--- src/rtl/sc_pkg.sv ---
`timescale 1ns/1ps
package sc_pkg;
  localparam int XLEN    = 32;
  localparam int REG_NUM = 32;
  localparam int REG_AW  = $clog2(REG_NUM);
  localparam int IMM_W   = 16;
  localparam int OPC_W   = 6;
  localparam int FN_W    = 6;
  localparam int JTGT_W  = 26;

  localparam logic [OPC_W-1:0] OPC_RTYPE = 6'h00;
  localparam logic [OPC_W-1:0] OPC_JUMP  = 6'h02;
  localparam logic [OPC_W-1:0] OPC_BEQ   = 6'h04;
  localparam logic [OPC_W-1:0] OPC_LOAD  = 6'h23;
  localparam logic [OPC_W-1:0] OPC_STORE = 6'h2B;

  localparam logic [FN_W-1:0] FN_ADD = 6'h20;
  localparam logic [FN_W-1:0] FN_SUB = 6'h22;
  localparam logic [FN_W-1:0] FN_AND = 6'h24;
  localparam logic [FN_W-1:0] FN_OR  = 6'h25;
  localparam logic [FN_W-1:0] FN_SLT = 6'h2A;

  typedef enum logic [2:0] {
    ALU_AND = 3'd0,
    ALU_OR  = 3'd1,
    ALU_ADD = 3'd2,
    ALU_SUB = 3'd3,
    ALU_SLT = 3'd4
  } aluOp_e;

  typedef struct packed {
    logic   regDst;
    logic   aluSrc;
    logic   memToReg;
    logic   regWrite;
    logic   memRead;
    logic   memWrite;
    logic   branch;
    logic   jump;
    aluOp_e aluOp;
  } ctrl_t;
endpackage

--- src/rtl/sc_control.sv ---
`timescale 1ns/1ps
module sc_control
  import sc_pkg::*;
(
  input  logic             clk,
  input  logic             rst,
  input  logic [OPC_W-1:0] opcode,
  input  logic [FN_W-1:0]  funct,
  output ctrl_t            ctrl
);

  always_comb begin
    ctrl       = '0;
    ctrl.aluOp = ALU_ADD;
    case (opcode)
      OPC_RTYPE: begin
        ctrl.regDst   = 1'b1;
        ctrl.regWrite = 1'b1;
        case (funct)
          FN_ADD:  ctrl.aluOp = ALU_ADD;
          FN_SUB:  ctrl.aluOp = ALU_SUB;
          FN_AND:  ctrl.aluOp = ALU_AND;
          FN_OR:   ctrl.aluOp = ALU_OR;
          FN_SLT:  ctrl.aluOp = ALU_SLT;
          default: ctrl.regWrite = 1'b0;
        endcase
      end
      OPC_LOAD: begin
        ctrl.aluSrc   = 1'b1;
        ctrl.memToReg = 1'b1;
        ctrl.regWrite = 1'b1;
        ctrl.memRead  = 1'b1;
      end
      OPC_STORE: begin
        ctrl.aluSrc   = 1'b1;
        ctrl.memWrite = 1'b1;
      end
      OPC_BEQ: begin
        ctrl.branch = 1'b1;
        ctrl.aluOp  = ALU_SUB;
      end
      OPC_JUMP: ctrl.jump = 1'b1;
      default: ;
    endcase
  end

  AST_STORE_NO_REGWR: assert property (@(posedge clk) disable iff (rst)
    ctrl.memWrite |-> !ctrl.regWrite);
  AST_MEM_STROBE_EXCL: assert property (@(posedge clk) disable iff (rst)
    $onehot0({ctrl.memRead, ctrl.memWrite, ctrl.branch, ctrl.jump}));
  AST_MEM_ONLY_LDST: assert property (@(posedge clk) disable iff (rst)
    (opcode != OPC_LOAD && opcode != OPC_STORE) |-> !(ctrl.memRead || ctrl.memWrite));

endmodule

--- src/rtl/sc_regfile.sv ---
`timescale 1ns/1ps
module sc_regfile #(
  parameter int DATA_W  = 32,
  parameter int REG_CNT = 32,
  localparam int ADDR_W = $clog2(REG_CNT)
) (
  input  logic              clk,
  input  logic              rst,
  input  logic [ADDR_W-1:0] rdAddrA,
  input  logic [ADDR_W-1:0] rdAddrB,
  output logic [DATA_W-1:0] rdDataA,
  output logic [DATA_W-1:0] rdDataB,
  input  logic              wrEn,
  input  logic [ADDR_W-1:0] wrAddr,
  input  logic [DATA_W-1:0] wrData
);

  logic [DATA_W-1:0] regVal [REG_CNT];

  for (genvar g = 0; g < REG_CNT; g++) begin : gEntry
    if (g == 0) begin : gZero
      assign regVal[g] = '0;
    end else begin : gStore
      logic [DATA_W-1:0] q;
      always_ff @(posedge clk) begin
        if (wrEn && wrAddr == ADDR_W'(g)) q <= wrData;
      end
      assign regVal[g] = q;
    end
  end

  assign rdDataA = regVal[rdAddrA];
  assign rdDataB = regVal[rdAddrB];

  AST_WRITE_LANDS: assert property (@(posedge clk) disable iff (rst)
    (wrEn && wrAddr != '0) |=> (regVal[$past(wrAddr)] == $past(wrData)));

endmodule

--- src/rtl/sc_alu.sv ---
`timescale 1ns/1ps
module sc_alu
  import sc_pkg::*;
#(
  parameter int DATA_W = 32
) (
  input  logic [DATA_W-1:0] opA,
  input  logic [DATA_W-1:0] opB,
  input  aluOp_e            op,
  output logic [DATA_W-1:0] result,
  output logic              zero
);

  always_comb begin
    case (op)
      ALU_AND: result = opA & opB;
      ALU_OR:  result = opA | opB;
      ALU_ADD: result = opA + opB;
      ALU_SUB: result = opA - opB;
      ALU_SLT: result = {{(DATA_W-1){1'b0}}, ($signed(opA) < $signed(opB))};
      default: result = '0;
    endcase
  end

  assign zero = (result == '0);

endmodule

--- src/rtl/sc_datapath.sv ---
`timescale 1ns/1ps
module sc_datapath
  import sc_pkg::*;
#(
  parameter logic [XLEN-1:0] RESET_PC = '0
) (
  input  logic              clk,
  input  logic              rst,
  input  ctrl_t             ctrl,
  input  logic [JTGT_W-1:0] instrLow,
  output logic [XLEN-1:0]   pc,
  output logic [XLEN-1:0]   memAddr,
  output logic [XLEN-1:0]   memWdata,
  input  logic [XLEN-1:0]   memRdata
);

  localparam int REGION_W = XLEN - JTGT_W - 2;

  logic [XLEN-1:0]   pcQ, pcPlus4, branchTarget, jumpTarget, pcNext;
  logic [XLEN-1:0]   immExt, srcA, srcB, rtVal, aluY, wbData;
  logic [REG_AW-1:0] rsIdx, rtIdx, rdIdx, wrIdx;
  logic              aluZero;

  assign rsIdx  = instrLow[25:21];
  assign rtIdx  = instrLow[20:16];
  assign rdIdx  = instrLow[15:11];
  assign immExt = {{(XLEN-IMM_W){instrLow[IMM_W-1]}}, instrLow[IMM_W-1:0]};

  sc_regfile #(.DATA_W(XLEN), .REG_CNT(REG_NUM)) uRegs (
    .clk     (clk),
    .rst     (rst),
    .rdAddrA (rsIdx),
    .rdAddrB (rtIdx),
    .rdDataA (srcA),
    .rdDataB (rtVal),
    .wrEn    (ctrl.regWrite),
    .wrAddr  (wrIdx),
    .wrData  (wbData)
  );

  assign srcB  = ctrl.aluSrc ? immExt : rtVal;
  assign wrIdx = ctrl.regDst ? rdIdx : rtIdx;

  sc_alu #(.DATA_W(XLEN)) uAlu (
    .opA    (srcA),
    .opB    (srcB),
    .op     (ctrl.aluOp),
    .result (aluY),
    .zero   (aluZero)
  );

  assign wbData = ctrl.memToReg ? memRdata : aluY;

  assign pcPlus4      = pcQ + XLEN'(4);
  assign branchTarget = pcPlus4 + (immExt << 2);
  assign jumpTarget   = {pcPlus4[XLEN-1 -: REGION_W], instrLow, 2'b00};

  always_comb begin
    if (ctrl.jump)                    pcNext = jumpTarget;
    else if (ctrl.branch && aluZero)  pcNext = branchTarget;
    else                              pcNext = pcPlus4;
  end

  always_ff @(posedge clk) begin
    if (rst) pcQ <= RESET_PC;
    else     pcQ <= pcNext;
  end

  assign pc       = pcQ;
  assign memAddr  = aluY;
  assign memWdata = rtVal;

  AST_PC_RESET: assert property (@(posedge clk)
    rst |=> (pcQ == RESET_PC));
  AST_PC_SEQUENTIAL: assert property (@(posedge clk) disable iff (rst)
    !(ctrl.jump || ctrl.branch) |=> (pcQ == $past(pcQ) + XLEN'(4)));
  AST_BEQ_FALLTHROUGH: assert property (@(posedge clk) disable iff (rst)
    (ctrl.branch && srcA != rtVal) |=> (pcQ == $past(pcQ) + XLEN'(4)));
  AST_BEQ_ZERO_FLAG: assert property (@(posedge clk) disable iff (rst)
    ctrl.branch |-> (aluZero == (srcA == rtVal)));
  AST_JUMP_FIELD: assert property (@(posedge clk) disable iff (rst)
    ctrl.jump |=> (pcQ[JTGT_W+1:0] == {$past(instrLow), 2'b00}));

endmodule

--- src/rtl/sc_core.sv ---
`timescale 1ns/1ps
module sc_core
  import sc_pkg::*;
#(
  parameter logic [31:0] RESET_PC = 32'h0000_0000
) (
  input  logic        clk,
  input  logic        rst,
  output logic [31:0] imemAddr,
  input  logic [31:0] imemData,
  output logic [31:0] dmemAddr,
  output logic [31:0] dmemWdata,
  output logic        dmemWe,
  output logic        dmemRe,
  input  logic [31:0] dmemRdata
);

  ctrl_t ctrl;

  sc_control uCtrl (
    .clk    (clk),
    .rst    (rst),
    .opcode (imemData[31:26]),
    .funct  (imemData[5:0]),
    .ctrl   (ctrl)
  );

  sc_datapath #(.RESET_PC(RESET_PC)) uPath (
    .clk      (clk),
    .rst      (rst),
    .ctrl     (ctrl),
    .instrLow (imemData[JTGT_W-1:0]),
    .pc       (imemAddr),
    .memAddr  (dmemAddr),
    .memWdata (dmemWdata),
    .memRdata (dmemRdata)
  );

  assign dmemWe = ctrl.memWrite;
  assign dmemRe = ctrl.memRead;

  AST_PORT_STROBE_EXCL: assert property (@(posedge clk) disable iff (rst)
    !(dmemWe && dmemRe));

endmodule

--- config.mk ---
export PLATFORM = sky130hd
export DESIGN_NAME = sc_core
export DESIGN_NICKNAME = d
export VERILOG_FILES = /design/src/rtl/sc_pkg.sv /design/src/rtl/sc_control.sv /design/src/rtl/sc_regfile.sv /design/src/rtl/sc_alu.sv /design/src/rtl/sc_datapath.sv /design/src/rtl/sc_core.sv
export SDC_FILE = /design/constraint.sdc
export NUM_CORES = 2
export LEC_CHECK = 0
export ABC_AREA = 0
export BUFFER_PORTS_ARGS = -buffer_cell sky130_fd_sc_hd__buf_2
export CAP_MARGIN = 20
export CORE_MARGIN = 1
export CORE_UTILIZATION = 57
export DETAILED_ROUTE_END_ITERATION = 7
export PLACE_DENSITY_LB_ADDON = 0.05
export SETUP_SLACK_MARGIN = 0.1
export SLEW_MARGIN = 20
export SYNTH_ARGS = -nofsm -noshare
export SYNTH_HDL_FRONTEND = slang
export SYNTH_SLANG_ARGS = --single-unit
--- constraint.sdc ---
create_clock -name clk -period 6.1 [get_ports clk]
set_input_delay 0.61 -clock clk [delete_from_list [all_inputs] [get_ports clk]]
set_output_delay 0.61 -clock clk [all_outputs]
set_load 0.02 [all_outputs]
==> results_dict.tcl <==
set metrics [dict create \
    outcome "complete, no violations" \
    holdWs_ns 0.2263 \
    cts.clk_slew.worst_paths_ns 0.07 \
    synth_ff_type "edfxtp_1" \
    setup_viol 0 \
    fp.dieW_um 314.0 \
    fin_crit_ns 5.971 \
    wirelength_um 195000 \
    coreArea_um2 96570 \
    grt_pass1_vias 38964 \
    design_area_um2 68790 \
    start_kind "register" \
    power.total_mw 20.97 \
    required_ns 5.49 \
    drt_iter0_drc 5572 \
    cts_made_buffers 103 \
    dpl-instance-area_um2 62660 \
    end_kind "output pin" \
    pwr-share-clk 0.304 \
    p_sw_frac 0.2965 \
    final_nets 4402 \
    switching_power_mw 6.219 \
    dieHeight_um 314.0 \
    setup.worst_path.start "uPath.uRegs.gEntry[7].gStore.q[4]" \
    dr.pass1.iters 5 \
    place.gp.congestion 0.9808 \
    synth_edf_count 992 \
    timing.rr.start "uPath.uRegs.gEntry[7].gStore.q[4]" \
    final.period_utilization 0.9789 \
    ctsHoldBuffers 0 \
    clock_path_buffers 3 \
    syn_inst 3458 \
    antenna_found_initial 4 \
    vias_per_cell 7.118 \
    clk_latency_ns 0.71 \
    yosysTopAreaCellShare 0.5368 \
    overflow 0 \
    worst_pin_slew_ns 1.171 \
    drv_slew 0 \
    clock-root-buffer "clkbuf_16" \
    hold_path.class "input pin to register" \
    wl_per_cell_um 34.99 \
    row_count 114 \
    power.density_nw_per_um2 304.9 \
    final_common_cell "edfxtp_1" \
    grt_usage 0.3876 \
    power_frac_seq 0.412 \
    ff2ff_setup_slack_ns 0.15 \
    fmax_ghz 0.1675 \
    hpwlAfterDp_um 118600 \
    syn_area_um2 55490 \
    arrival_ns 5.36 \
    fin_skew_ns 0.03490 \
    final_cell_mix "992 x edfxtp_1, 615 x buf_4, 576 x mux4_2" \
    grt_max_degree 49 \
    ys_seq_area_frac 0.5476 \
    rsz0062_at_grt "yes" \
    yosysWarnings 0 \
    synth_area_leaders "edfxtp_1 54%, mux4_2 23%, ha_1 2.8%" \
    drive_gt1_frac 0.4545 \
    area_delta_synth_final_pct 23.97 \
    worstSetupPathType "register to output pin" \
    ys_types 99 \
    numPortBuffers 161 \
    post-route-drc-count 0 \
    cts.htree.levels 3 \
    ir_drop_mv 0.2740 \
    combPwrFrac 0.285 \
    ant_nets 0 \
    syn-mean-instance-area_um2 16.05 \
    endpoint "dmemAddr[29]" \
    ioPinCount 164 \
    ys_ff_latch 1022 \
    dieArea_um2 98610 \
    r2r-end "uPath.pc[7]" \
    grt_pass1_wl_um 270800 \
    cts.sinks 1022 \
    cts_tree "done" \
    vias 39676 \
    hold_viol_final 0 \
    worstPathMaxFanout 4 \
    max-slew-margin-rel 0.2176 \
    start_util 0.5746 \
    leakagePower_nw 24.57 \
    maxCapViolCount 0 \
    p_int_mw 14.76 \
    worst_slack_ns 0.1288 \
    yosys.area.top_type "edfxtp_1" \
    synthArstFlopShare 0 \
    r2r_cells 24 \
    pre_cts_ws_ns -0.7404 \
]
-- area by class of cell --
| cell class | instances | area [um^2] |
|---|---|---|
| sequential | 1022 | 30390 |
| fill | 6184 | 27770 |
| multi-input combinational | 2060 | 25030 |
| timing repair buffer | 886 | 7871 |
| clock buffer | 121 | 2709 |
| tap | 1276 | 1597 |
| clock inverter | 70 | 681.9 |
| inverter | 134 | 505.5 |
| antenna | 5 | 12.51 |
-- metrics by stage --
stage          cells  utilization  setup TNS, ns
2_1_floorplan   3459            -              0
3_3_place_gp    5260       0.6489         -53.14
3_5_place_dp    5260       0.6489         -71.94
4_1_cts         5499       0.6953              0
5_1_grt         5570       0.7123              0
6_report        5574       0.7124              0
-- cells in the mapped netlist, types with 17 or more instances --
library cell  count
nand3_1          45
ha_1            126
a21o_1           20
nor3_1           57
nor2_1          168
o21a_1           28
xor2_1           20
nor4_1           17
inv_1           134
edfxtp_1        992
buf_1            73
o211ai_1         24
dfxtp_1          30
nand2b_1         21
a21oi_1         181
xnor2_1          44
nand2_1         110
mux2_2           86
a22o_1           34
mux4_2          576
o21ai_0          66
clkbuf_1        143
nor2b_1          32
mux2i_1          80
and3_1           20
nor3b_1          19
a211oi_1         21
a31oi_1          20
buf_2            23
-- worst max-delay path, cell delays in order (launching register included) --
cell and delay (ns):
edfxtp_1 0.44, mux4_2 0.51, mux4_2 0.48, mux2_4 0.34, nor2b_4 0.14, a21oi_2 0.14, buf_4 0.15, ha_4 0.20
buf_6 0.13, buf_6 0.11, a2111oi_4 0.25, buf_4 0.20, o21ai_4 0.08, buf_6 0.15, a211oi_4 0.24, buf_4 0.17
o21ai_1 0.05, a2111o_1 0.43, a32oi_2 0.20, buf_4 0.14, buf_6 0.10
-- worst min-delay path by stage --
stage	depth (start not counted)	slack [ns]	startpoint	endpoint
after floorplan	2	0.67	uPath.pc[2]	uPath.pc[2]
after global placement	3	0.64	uPath.pc[31]	uPath.pc[31]
after detailed placement	3	0.61	uPath.pc[31]	uPath.pc[31]
after CTS	3	0.20	imemData[6]	uPath.pc[8]
after global routing	3	0.23	imemData[8]	uPath.pc[10]
final	3	0.23	imemData[6]	uPath.pc[8]
-- power groups by stage --
stage | Clock [mW] | Sequential (mW) | Combinational, mW
2_1_floorplan | 0 | 8.79 | 2.63
3_3_place_gp | 0 | 8.78 | 5.16
3_5_place_dp | 0 | 8.78 | 5.26
4_1_cts | 6.38 | 8.63 | 5.51
5_1_grt | 6.64 | 8.63 | 6.24
6_report | 6.37 | 8.63 | 5.97
-- per-layer routing --
layer,vias to the layer above,share of wire,GRT usage
li1,15806,-,-
met1,20202,0.36,0.5293
met2,3155,0.47,0.6069
met3,513,0.13,0.08577
met4,0,0.046,0.1656
met5,-,0,0
-- cell families after synthesis --
| group | Yosys count | synth area share |
|---|---|---|
| flip-flops | 1022 | 0.5476 |
| multiplexers | 742 | 0.2657 |
| AND/OR/NAND/NOR | 578 | 0.05380 |
| AO/OA/AOI/OAI | 545 | 0.06688 |
| buffers and inverters | 377 | 0.02636 |
| adder cells (fa/ha/maj) | 129 | 0.02949 |
| XOR/XNOR | 64 | 0.01010 |
| other | 1 | 0.00006758 |
-- timing repair --
action / 4_1_cts / 5_1_grt
pin swaps: 24 / 72
endpoints found under the hold margin: 0 / 0
cloned: 7 / 13
setup endpoints to repair: 46 / 47
buffers inserted: 42 / 57
gates resized for setup: 115 / 199
-- registers in the layout, indices dropped and copies added, names as in the netlist --
register                     flops
uPath.uRegs.gEntry.gStore.q    992
uPath.pc                        30
(Power assumes the default switching activity.)
